File: src/rtl/prod_pkg.sv
package prod_pkg;
  localparam int unsigned DATA_W  = 16;
  localparam int unsigned OPC_W   = 5;
  localparam int unsigned SHAMT_W = 4;
  localparam int unsigned PROD_W  = 2 * DATA_W;

  localparam logic [OPC_W-1:0] OPC_MUL = 5'b11110;
  localparam logic [OPC_W-1:0] OPC_SHL = 5'b11111;

  // Round-to-nearest upper half of a signed product, with an overflow clamp.
  function automatic logic [DATA_W-1:0] round_upper(input logic [PROD_W-1:0] prod);
    logic [PROD_W:0] sum;
    sum = {prod[PROD_W-1], prod}
        + {{(DATA_W+1){1'b0}}, 1'b1, {(DATA_W-1){1'b0}}};
    if (!sum[PROD_W] && sum[PROD_W-1])
      return {1'b0, {(DATA_W-1){1'b1}}};
    return sum[PROD_W-1:DATA_W];
  endfunction

  // Upper half of the sign-extended operand shifted left, zero fill.
  function automatic logic [DATA_W-1:0] shift_upper(input logic [DATA_W-1:0] opnd,
                                                    input logic [SHAMT_W-1:0] amt);
    logic [PROD_W-1:0] ext;
    ext = {{DATA_W{opnd[DATA_W-1]}}, opnd} << amt;
    return ext[PROD_W-1:DATA_W];
  endfunction
endpackage

File: src/rtl/prod_opsel.sv
module prod_opsel
  import prod_pkg::*;
(
  input  logic              sel_acc,
  input  logic [DATA_W-1:0] acc,
  input  logic [DATA_W-1:0] acc_ofs,
  output logic [DATA_W-1:0] operand
);
  always_comb operand = sel_acc ? acc : acc_ofs;
endmodule

File: src/rtl/prod_mul_rnd.sv
module prod_mul_rnd
  import prod_pkg::*;
(
  input  logic [DATA_W-1:0] mr,
  input  logic [DATA_W-1:0] opnd,
  output logic [DATA_W-1:0] hi
);
  logic signed [PROD_W-1:0] prod;
  always_comb begin
    prod = PROD_W'($signed(mr)) * PROD_W'($signed(opnd));
    hi   = round_upper(prod);
  end
endmodule

File: src/rtl/prod_shl.sv
module prod_shl
  import prod_pkg::*;
(
  input  logic [DATA_W-1:0]  opnd,
  input  logic [SHAMT_W-1:0] amt,
  output logic [DATA_W-1:0]  hi
);
  always_comb hi = shift_upper(opnd, amt);
endmodule

File: src/rtl/prod_hi_unit.sv
module prod_hi_unit
  import prod_pkg::*;
(
  input  logic               clk,
  input  logic               rst_n,
  input  logic               start,
  input  logic [OPC_W-1:0]   opcode,
  input  logic               src_sel,
  input  logic [DATA_W-1:0]  acc_in,
  input  logic [DATA_W-1:0]  acc_ofs_in,
  input  logic [DATA_W-1:0]  mr_in,
  input  logic [SHAMT_W-1:0] shamt_in,
  output logic [DATA_W-1:0]  ph_out,
  output logic               ph_valid
);
  logic [DATA_W-1:0] operand;
  logic [DATA_W-1:0] mul_hi;
  logic [DATA_W-1:0] shl_hi;
  logic [DATA_W-1:0] ph_next;
  logic              mul_fire;
  logic              shl_fire;
  logic              op_fire;

  prod_opsel u_sel (
    .sel_acc (src_sel),
    .acc     (acc_in),
    .acc_ofs (acc_ofs_in),
    .operand (operand)
  );

  prod_mul_rnd u_mul (
    .mr   (mr_in),
    .opnd (operand),
    .hi   (mul_hi)
  );

  prod_shl u_shl (
    .opnd (operand),
    .amt  (shamt_in),
    .hi   (shl_hi)
  );

  always_comb begin
    mul_fire = start && (opcode == OPC_MUL);
    shl_fire = start && (opcode == OPC_SHL);
    op_fire  = mul_fire || shl_fire;
    ph_next  = mul_fire ? mul_hi : shl_hi;
  end

  always_ff @(posedge clk) begin
    if (!rst_n) begin
      ph_out   <= '0;
      ph_valid <= 1'b0;
    end else begin
      ph_valid <= op_fire;
      if (op_fire) ph_out <= ph_next;
    end
  end
endmodule

File: config.mk
export PLATFORM = sky130hd
export DESIGN_NAME = prod_hi_unit
export DESIGN_NICKNAME = d
export VERILOG_FILES = /design/src/rtl/prod_pkg.sv /design/src/rtl/prod_opsel.sv /design/src/rtl/prod_mul_rnd.sv /design/src/rtl/prod_shl.sv /design/src/rtl/prod_hi_unit.sv
export SDC_FILE = /design/constraint.sdc
export NUM_CORES = 1
export LEC_CHECK = 0
export BUFFER_PORTS_ARGS = -buffer_cell sky130_fd_sc_hd__buf_2
export CAP_MARGIN = 25
export CORE_UTILIZATION = 55
export DETAILED_ROUTE_END_ITERATION = 16
export PLACE_DENSITY = 0.77
export SETUP_SLACK_MARGIN = 0.2
export SLEW_MARGIN = 15
export SYNTH_ARGS = -nofsm -noshare
export SYNTH_HDL_FRONTEND = slang
export SYNTH_SLANG_ARGS = --single-unit
File: constraint.sdc
create_clock -name clk -period 23.1 [get_ports clk]
set_input_delay 2.31 -clock clk [delete_from_list [all_inputs] [get_ports clk]]
set_output_delay 2.31 -clock clk [all_outputs]
set_load 0.01 [all_outputs]
==> key figures, run 1 <==
Floorplanning
  • Die height: 147 um
  • Full die area: 21500 um^2
  • Total core area: between 20000 and 25000 um^2
  • Die Wd: 147 um
  • Ports: around 80
  • # rows: between 50 and 60
  • Starting density of the core: 0.564

Synthesis
  • Yosys cell types: 61
  • Synth Net Count: approximately 1700
  • Sequential share of the synthesized area: 0.0296
  • Area leader, netlist: fa_1
  • Yosys warning total: 0
  • Yosys reg bits: 17
  • Synth Flop Type: dfxtp_1
  • Syn Area/Cell: 8.93 um^2
  • Top cells by count, synth: inv_1 (301), fa_1 (266), nand2_1 (151)
  • Mapped cell area: 11500 um^2
  • Top-count cell post-synth: inv_1
  • Asr flop ratio synth: 0
  • Post-synth EDFFs: 0
  • Synth top area cells: fa_1 (46%), inv_1 (9.8%), ha_1 (8.8%)
  • Yosys top cell area share: 0.463
  • Gate Count Post-Synth: 1287

Clock network
  • Clock latency on the worst-skew pair: between 0.2 and 0.3 ns
  • Clock sinks: 17
  • CTS tree: done
  • H-tree depth: 1
  • Hold bufs inserted after CTS: 0
  • Post_cts resized: 0
  • Buffer count from post-CTS setup fixing: 0
  • Register clock-pin slew on the reported worst setup and hold paths: 0.06 ns
  • CTS buffer count: 3
  • CTS Buffer Depth: 2
  • Root buf cell: clkbuf_16

Critical path
  • Slowest stage delay, CP: 0.75 ns
  • Most frequent CP cell: inv_1
  • Critical Path Slowest Stage Cell: fa_1
  • Setup CP Type: in2reg
  • Critical Path Start: src_sel
  • RR Endpoint: ph_out[4]
  • Worst-path fanout max: 18
  • Crit. End Element: register
  • Critical Path RT: 23.21 ns
  • WP data arrival: approximately 9.6 ns
  • Worst R2R Setup Slack: between 20 and 25 ns
  • R2R Path Start: ph_out[4]
  • CP endpoint: ph_out[0]
  • Worst reg2reg path depth: 3
  • Worst setup SP type: input port

Routing
  • Residual DRC count: 0
  • Wirelength per Cell: 18.6 um
  • Via density per instance: 5.72
  • Via Count: 9074
  • Final WL: 29600 um
  • Routed Antenna Nets: 0
  • Pre-antenna DRT Iters: 5
  • Initial DRC count: 598

Cells and area
  • Nets@finish: 1726
  • Share of layout cells above drive strength 1: 0.0934
  • Area grow syn2layout: 5.39%
  • Multi-input logic area: 9800 um^2
  • Filler Cell Count: approximately 1800
  • Antenna Cells: 0
  • Sequential Area: 340 um^2

STA
  • Worst slew margin: 0.576
  • Setup TNS: 0 ns
  • FMAX: 106 MHz
  • Final setup vio count: 0
  • Tcrit/Tclk final: 0.409
  • Final Max Tran Viols: 0
  • Tmin final: 9.45 ns
  • Max Clock Skew: 0 ns
  • Worst-Margin Slew: around 0.64 ns
  • Fin. Hold Viols: 0
  • RSZ-0062 raised after global routing: no

Global routing
  • Total Routing Usage GR: 0.291
  • Largest net degree at the start of global routing: 33
  • Vias in the first global route: 9821
  • Global route total overflow: 0
  • Antenna violations before repair: 0
  • First-pass GRT wire length: 49100 um

Placement
  • Port Buf Inserts: 77
  • Hpwl dp: 23600 um
  • Routability cong.: 0.939

Run status
  • Result of the run: complete, no violations

Hold path
  • Worst hold path type: reg2reg

Flow run
  • Max cap viols: 0
==> worst min path at each step <==
stage,from,endpoint,slack (ns),cells past startpoint
6_report,ph_out[11],ph_out[11],0.53,2
5_1_grt,ph_out[11],ph_out[11],0.55,2
4_1_cts,ph_out[11],ph_out[11],0.54,2
3_5_place_dp,ph_out[11],ph_out[11],0.53,2
3_3_place_gp,ph_out[11],ph_out[11],0.51,2
2_1_floorplan,ph_out[11],ph_out[11],0.54,2
==> layout make-up <==
| type | count | share of cell area |
|---|---|---|
| clock buffer | 3 | 0.00620 |
| sequential | 17 | 0.0281 |
| multi-input combinational | 913 | 0.809 |
| timing repair buffer | 80 | 0.0343 |
| inverter | 303 | 0.0939 |
| tap | 270 | 0.0279 |
| clock inverter | 1 | 0.000620 |
==> registers in the layout, summed over array words and instances, names as in the netlist <==
signal    count
ph_out       16
ph_valid      1
==> per-layer routing <==
layer	routed length, um	track usage	share of wire	vias up
met1	11300	0.364	0.38	4610
met2	15200	0.525	0.51	386
met5	0	0	0	-
met4	1370	0.119	0.046	0
li1	-	-	-	3989
met3	1790	0.0200	0.061	89
==> through the flow <==
| step | hold slack [ns] | instance area [um^2] | setup slack [ns] | std cells | util |
|---|---|---|---|---|---|
| detailed placement | 0.528 | 12000 | 13.42 | 1582 | 0.590 |
| floorplan | 0.535 | 11500 | 14.07 | 1287 | - |
| global placement | 0.513 | 12000 | 13.59 | 1582 | 0.590 |
| global route | 0.550 | 12100 | 13.17 | 1587 | 0.595 |
| finish | 0.534 | 12100 | 13.65 | 1587 | 0.595 |
| CTS | 0.537 | 12100 | 13.67 | 1586 | 0.594 |
==> worst max-delay path, delay by kind of cell <==
kind	cells	cell delay, ns
adders and majority gates	7	3.75
buffers and inverters	8	1.10
and+or+nand+nor	5	0.95
muxes	1	0.53
AOI/OAI and AO/OA	4	0.88
==> logic make-up after synthesis <==
| kind of cell | synth area share |
|---|---|
| XOR/XNOR | 0.0174 |
| adder cells (fa/ha/maj) | 0.552 |
| flip-flops | 0.0296 |
| AO/OA/AOI/OAI | 0.0891 |
| multiplexers | 0.0429 |
| AND/OR/NAND/NOR | 0.151 |
| buffers and inverters | 0.118 |
==> layout by cell type (no fill, tap or decap), drive strengths merged, types with 17 or more instances in the layout <==
master | netlist | final
fa | 266 | 266
dfxtp | 17 | 17
mux2 | 18 | 18
and2 | 91 | 91
o21ai | 28 | 28
mux2i | 21 | 21
nand2 | 151 | 151
ha | 81 | 81
inv | 302 | 302
nor2 | 32 | 32
a21oi | 50 | 50
nor2b | 33 | 33
buf | 9 | 80
Power of run 1 is left out: the tool's default activity adds up to more than one toggle a clock period on the data nets, which glitch-free logic cannot reach.
==> run 2, diff against run 1 <==
clock period = 9.85 ns   (was 23.1 ns; I/O delays follow)
==> run 2 against run 1 <==
Net effect: wire length down 1.5%; clock-buffer cell count unchanged; cell count unchanged; first-iteration DRC count up 1.7%; via count down 0.99%.
==> key figures, run 2 (synthesized netlist as in run 1, its figures left out) <==
Global routing
  • First-pass GRT wire length: 48000 um (-2.2%)
  • Antenna violations before repair: 0 (unchanged)
  • Vias in the first global route: 9624 (-2.0%)
  • Global route total overflow: 0 (unchanged)
  • Total Routing Usage GR: 0.287 (-0.00433)
  • Largest net degree at the start of global routing: 33 (unchanged)

Clock network
  • H-tree depth: 1 (unchanged)
  • Root buf cell: clkbuf_16
  • Hold bufs inserted after CTS: 0 (unchanged)
  • Register clock-pin slew on the reported worst setup and hold paths: 0.06 ns (about the same)
  • CTS buffer count: 3 (unchanged)
  • Post_cts resized: 0 (unchanged)
  • Clock sinks: 17 (unchanged)
  • Buffer count from post-CTS setup fixing: 0 (unchanged)
  • CTS tree: done
  • CTS Buffer Depth: 2 (unchanged)
  • Clock latency on the worst-skew pair: 0.26 ns (about the same)

Critical path
  • Critical Path Slowest Stage Cell: fa_1
  • R2R Path Start: ph_out[4]
  • Critical Path RT: 9.96 ns (-13.25 ns)
  • Setup CP Type: in2reg
  • Slowest stage delay, CP: 0.78 ns (+0.03 ns)
  • Critical Path Start: src_sel
  • Crit. End Element: register
  • Worst reg2reg path depth: 3 (unchanged)
  • Worst R2R Setup Slack: 9.02 ns (-13.19 ns)
  • WP data arrival: 8.25 ns (-1.31 ns)
  • Worst setup SP type: input port
  • Most frequent CP cell: inv_1
  • Worst-path fanout max: 18 (unchanged)

Placement
  • Port Buf Inserts: 77 (unchanged)
  • Post-DP Area: 12000 um^2 (unchanged)
  • Routability cong.: 0.930 (-0.96%)
  • Hpwl dp: 23600 um (-0.31%)

Floorplanning
  • Die Wd: 147 um (unchanged)
  • Full die area: 21500 um^2 (unchanged)
  • Total core area: 20400 um^2 (unchanged)
  • # rows: 52 (unchanged)
  • Starting density of the core: 0.564 (unchanged)
  • Ports: 78 (unchanged)
  • Die height: 147 um (unchanged)

STA
  • Final setup vio count: 0 (unchanged)
  • Setup TNS: 0 ns (unchanged)
  • Fin. Hold Viols: 0 (unchanged)
  • Tcrit/Tclk final: 0.826
  • Worst-Margin Slew: 0.624 ns (-0.0115 ns)
  • RSZ-0062 raised after global routing: no
  • Final Max Tran Viols: 0 (unchanged)
  • Fin Hold WS: 0.532 ns (-0.00208 ns)
  • Max Clock Skew: 0 ns (unchanged)
  • Worst slew margin: 0.576 (about the same)
  • FMAX: 123 MHz
  • Tmin final: 8.14 ns

Cells and area
  • Share of layout cells above drive strength 1: 0.0934 (unchanged)
  • Most frequent cells in the layout: inv_1 (301), fa_1 (266), nand2_1 (151), and2_1 (91), ha_1 (81)
  • Max reg flops: 16 (unchanged)
  • Filler Cell Count: 1791 (+1.8%)
  • Nets@finish: 1726 (unchanged)
  • Final Cell Area: 12100 um^2 (unchanged)
  • Commonest non-fill, non-tap cell in the layout: inv_1
  • Area grow syn2layout: 5.39% (unchanged)
  • Antenna Cells: 0 (unchanged)
  • Reg with most FFs: ph_out
  • Top flop regs: ph_out: 16 flops, ph_valid: 1 flops

Routing
  • Met2 WL: 15100 um (-0.59%)
  • Via density per instance: 5.66 (-0.99%)
  • Initial DRC count: 608 (+1.7%)
  • Routed Antenna Nets: 0 (unchanged)
  • Routed wl met3: 1660 um (-7.5%)
  • Wirelength per Cell: 18.4 um (-1.5%)
  • Final WL: 29200 um (-1.5%)
  • Via Count: 8984 (-0.99%)
  • Wl on met1: 11200 um (-0.71%)
  • Max layer used: met4
  • Pre-antenna DRT Iters: 6 (+1)
  • Residual DRC count: 0 (unchanged)

Run status
  • Result of the run: complete, no violations

Hold path
  • Hold Startpoint: ph_out[11]
  • Worst hold path type: reg2reg
  • Cells on Worst Hold Path: 2 (unchanged)

Flow run
  • Max cap viols: 0 (unchanged)
[run 2: path summary, 6_finish.rpt]
| kind | end |
|---|---|
| worst max-delay path | ph_out[13] |
| worst min-delay path | ph_out[11] |
| worst max register to register | ph_out[4] |
| worst min register to register | ph_out[11] |
[run 2: final cells by class]
cell class / instances / area, um^2 / area share
inverter: 303 / 1140 / 0.0939
timing repair buffer: 80 / 415 / 0.0343
multi-input combinational: 913 / 9800 / 0.809
sequential: 17 / 340 / 0.0281
tap: 270 / 338 / 0.0279
clock buffer: 3 / 75.1 / 0.00620
clock inverter: 1 / 7.51 / 0.000620
[run 2: per-layer routing]
| metal | track usage | up-vias |
|---|---|---|
| met5 | 0 | - |
| met4 | 0.106 | 0 |
| met3 | 0.0169 | 85 |
| met2 | 0.525 | 355 |
| met1 | 0.357 | 4559 |
| li1 | - | 3985 |
[run 2: worst max-delay path, delay by kind of cell]
family	cells	cell delay (ns)
multiplexers	1	0.53
AO/OA/AOI/OAI	4	0.89
AND/OR/NAND/NOR	5	0.94
buffers and inverters	8	1.11
adder cells (fa/ha/maj)	7	3.79
[run 2: per-stage QoR]
stage | std cells | worst slack, ns | util
floorplan | 1287 | 2.14 | -
global route | 1587 | 1.35 | 0.595
CTS | 1586 | 1.75 | 0.594
detailed placement | 1582 | 1.50 | 0.590
finish | 1587 | 1.71 | 0.595
global placement | 1582 | 1.66 | 0.590
Power of run 2 is left out for the same reason.
==> run 3, diff against run 2 <==
clock period = 8.2 ns   (was 9.85 ns; I/O delays follow)
==> run 3 against run 2 <==
Net effect: register-to-register slack worse by 1.7 ns; global-route usage is 0.64 points higher; cell count is 0.63% higher; setup slack worse by 1.2 ns; non-clock buffer count is 10 higher; clock skew stayed put; design area is 0.62% higher; largest cell class unchanged; wire length is 2.3% higher.
==> key figures, run 3 (synthesized netlist as in run 1, its figures left out) <==
Flow run
  • Max cap viols: 0 (unchanged)

Clock network
  • Root buf cell: clkbuf_16
  • CTS buffer count: 3 (unchanged)
  • Post_cts resized: 0 (unchanged)
  • Hold bufs inserted after CTS: 0 (unchanged)
  • CTS tree: done
  • H-tree depth: 1 (unchanged)
  • Buffer count from post-CTS setup fixing: 0 (unchanged)
  • Clock sinks: 17 (unchanged)
  • Register clock-pin slew on the reported worst setup and hold paths: 0.06 ns (about the same)
  • Clock latency on the worst-skew pair: 0.25 ns (about the same)
  • CTS Buffer Depth: 2 (unchanged)

Cells and area
  • Commonest non-fill, non-tap cell in the layout: inv_1
  • Antenna Cells: 0 (unchanged)
  • Reg with most FFs: ph_out
  • Most frequent cells in the layout: inv_1 (301), fa_1 (266), nand2_1 (151), and2_1 (91), ha_1 (81)
  • Nets@finish: 1736 (+0.58%)
  • Share of layout cells above drive strength 1: 0.100 (+0.00683)
  • Area grow syn2layout: 6.04%
  • Final core occ: 0.598 (+0.00369)
  • Max reg flops: 16 (unchanged)
  • Top flop regs: ph_out: 16 flops, ph_valid: 1 flops
  • Post-route insts no fill: 1597 (+0.63%)

Placement
  • Port Buf Inserts: 77 (unchanged)
  • Hpwl dp: 24000 um (+2.0%)
  • Routability cong.: 1.00 (+7.9%)
  • Inst Count DP: 1592 (+0.63%)

STA
  • Final Max Tran Viols: 0 (unchanged)
  • Final setup vio count: 0 (unchanged)
  • Worst-Margin Slew: 0.568 ns (-0.0560 ns)
  • Worst slew margin: 0.611 (+0.0348)
  • Tcrit/Tclk final: 0.932
  • Tmin final: 7.65 ns
  • Fin. Hold Viols: 0 (unchanged)
  • Setup TNS: 0 ns (unchanged)
  • FMAX: 131 MHz
  • Max Clock Skew: 0 ns (unchanged)
  • RSZ-0062 raised after global routing: no
  • Fin Hold WS: 0.541 ns (+0.00884 ns)

Routing
  • Wirelength per Cell: 18.7 um (+1.7%)
  • Initial DRC count: 659 (+8.4%)
  • Via Count: 9085 (+1.1%)
  • Pre-antenna DRT Iters: 5 (-1)
  • Final WL: 29800 um (+2.3%)
  • Residual DRC count: 0 (unchanged)
  • Via density per instance: 5.69 (+0.49%)
  • Routed Antenna Nets: 0 (unchanged)

Floorplanning
  • Ports: 78 (unchanged)
  • Total core area: 20400 um^2 (unchanged)
  • Die height: 147 um (unchanged)
  • Die Wd: 147 um (unchanged)
  • # rows: 52 (unchanged)
  • Full die area: 21500 um^2 (unchanged)
  • Starting density of the core: 0.564 (unchanged)

Global routing
  • First-pass GRT wire length: 49300 um (+2.8%)
  • Global route total overflow: 0 (unchanged)
  • Vias in the first global route: 9903 (+2.9%)
  • Antenna violations before repair: 0 (unchanged)
  • GR Util met3: 0.0244 (+0.00750)
  • Total Routing Usage GR: 0.294 (+0.00642)
  • Largest net degree at the start of global routing: 33 (unchanged)
  • GR peak layer: met2
  • Met2 Usage GRT: 0.527 (+0.00143)
  • M1 GR Usage: 0.371 (+0.0137)

Hold path
  • Hold Startpoint: ph_out[15]
  • Worst hold path type: reg2reg

Critical path
  • Critical Path Slowest Stage Cell: fa_1
  • Slowest stage delay, CP: 0.55 ns (-0.23 ns)
  • Worst path bufs/invs: 6 (-2)
  • Crit. End Element: register
  • Critical Path RT: 8.31 ns (-1.65 ns)
  • WP data arrival: 7.76 ns (-0.49 ns)
  • Worst R2R Setup Slack: 7.35 ns (-1.67 ns)
  • Setup CP Type: in2reg
  • R2R Path Start: ph_out[10]
  • CP Cell Sequence: buf_2 > buf_4 > mux2_2 > and2_1 > fa_1 > inv_1 > fa_1 > fa_1 > inv_1 > fa_1 > fa_1 > inv_1 > fa_1 > inv_1 > ha_1 > a211oi_1 > o311a_1 > a2111oi_4 > nand4_1 > nand3_2 > xnor2_2 > a31oi_4 > a311oi_1
  • Worst path top cell family by delay: adder cells
  • Worst-path fanout max: 18 (unchanged)
  • Most frequent CP cell: fa_1
  • Worst setup SP type: input port
  • Critical Path Start: src_sel

Run status
  • Result of the run: complete, no violations
[run 3: area by class of cell]
| cell class | count | area, um^2 |
|---|---|---|
| clock buffer | 3 | 75.1 |
| clock inverter | 1 | 7.51 |
| inverter | 303 | 1140 |
| tap | 270 | 338 |
| timing repair buffer | 90 | 490 |
| multi-input combinational | 913 | 9800 |
| sequential | 17 | 340 |
| fill | 1790 | 8180 |
[run 3: worst reg2reg max path: stages, from the launching register on]
cell	delay, ns
dfxtp_1	0.32
nand2_1	0.08
nand2_1	0.06
o311a_1	0.28
[run 3: per-stage QoR]
| step | cell area [um^2] | setup WS (ns) |
|---|---|---|
| CTS | 12200 | 0.603 |
| global placement | 12100 | 0.487 |
| floorplan | 11500 | 0.656 |
| detailed placement | 12100 | 0.347 |
| global route | 12200 | 0.324 |
| finish | 12200 | 0.554 |
[run 3: routing by layer]
metal  share of wire  up-vias  routed length (um)
met5               0        -                   0
met4           0.040        0                1190
met1            0.39     4650               11700
met2            0.51      346               15300
met3           0.055       79                1640
li1                -     4010                   -
[run 3: worst paths after layout]
check	endpoint	depth (start not counted)
worst max-delay path	ph_out[13]	23
worst min-delay path	ph_out[15]	2
worst max register to register	ph_out[10]	3
worst min register to register	ph_out[15]	2
Power of run 3 is left out for the same reason.
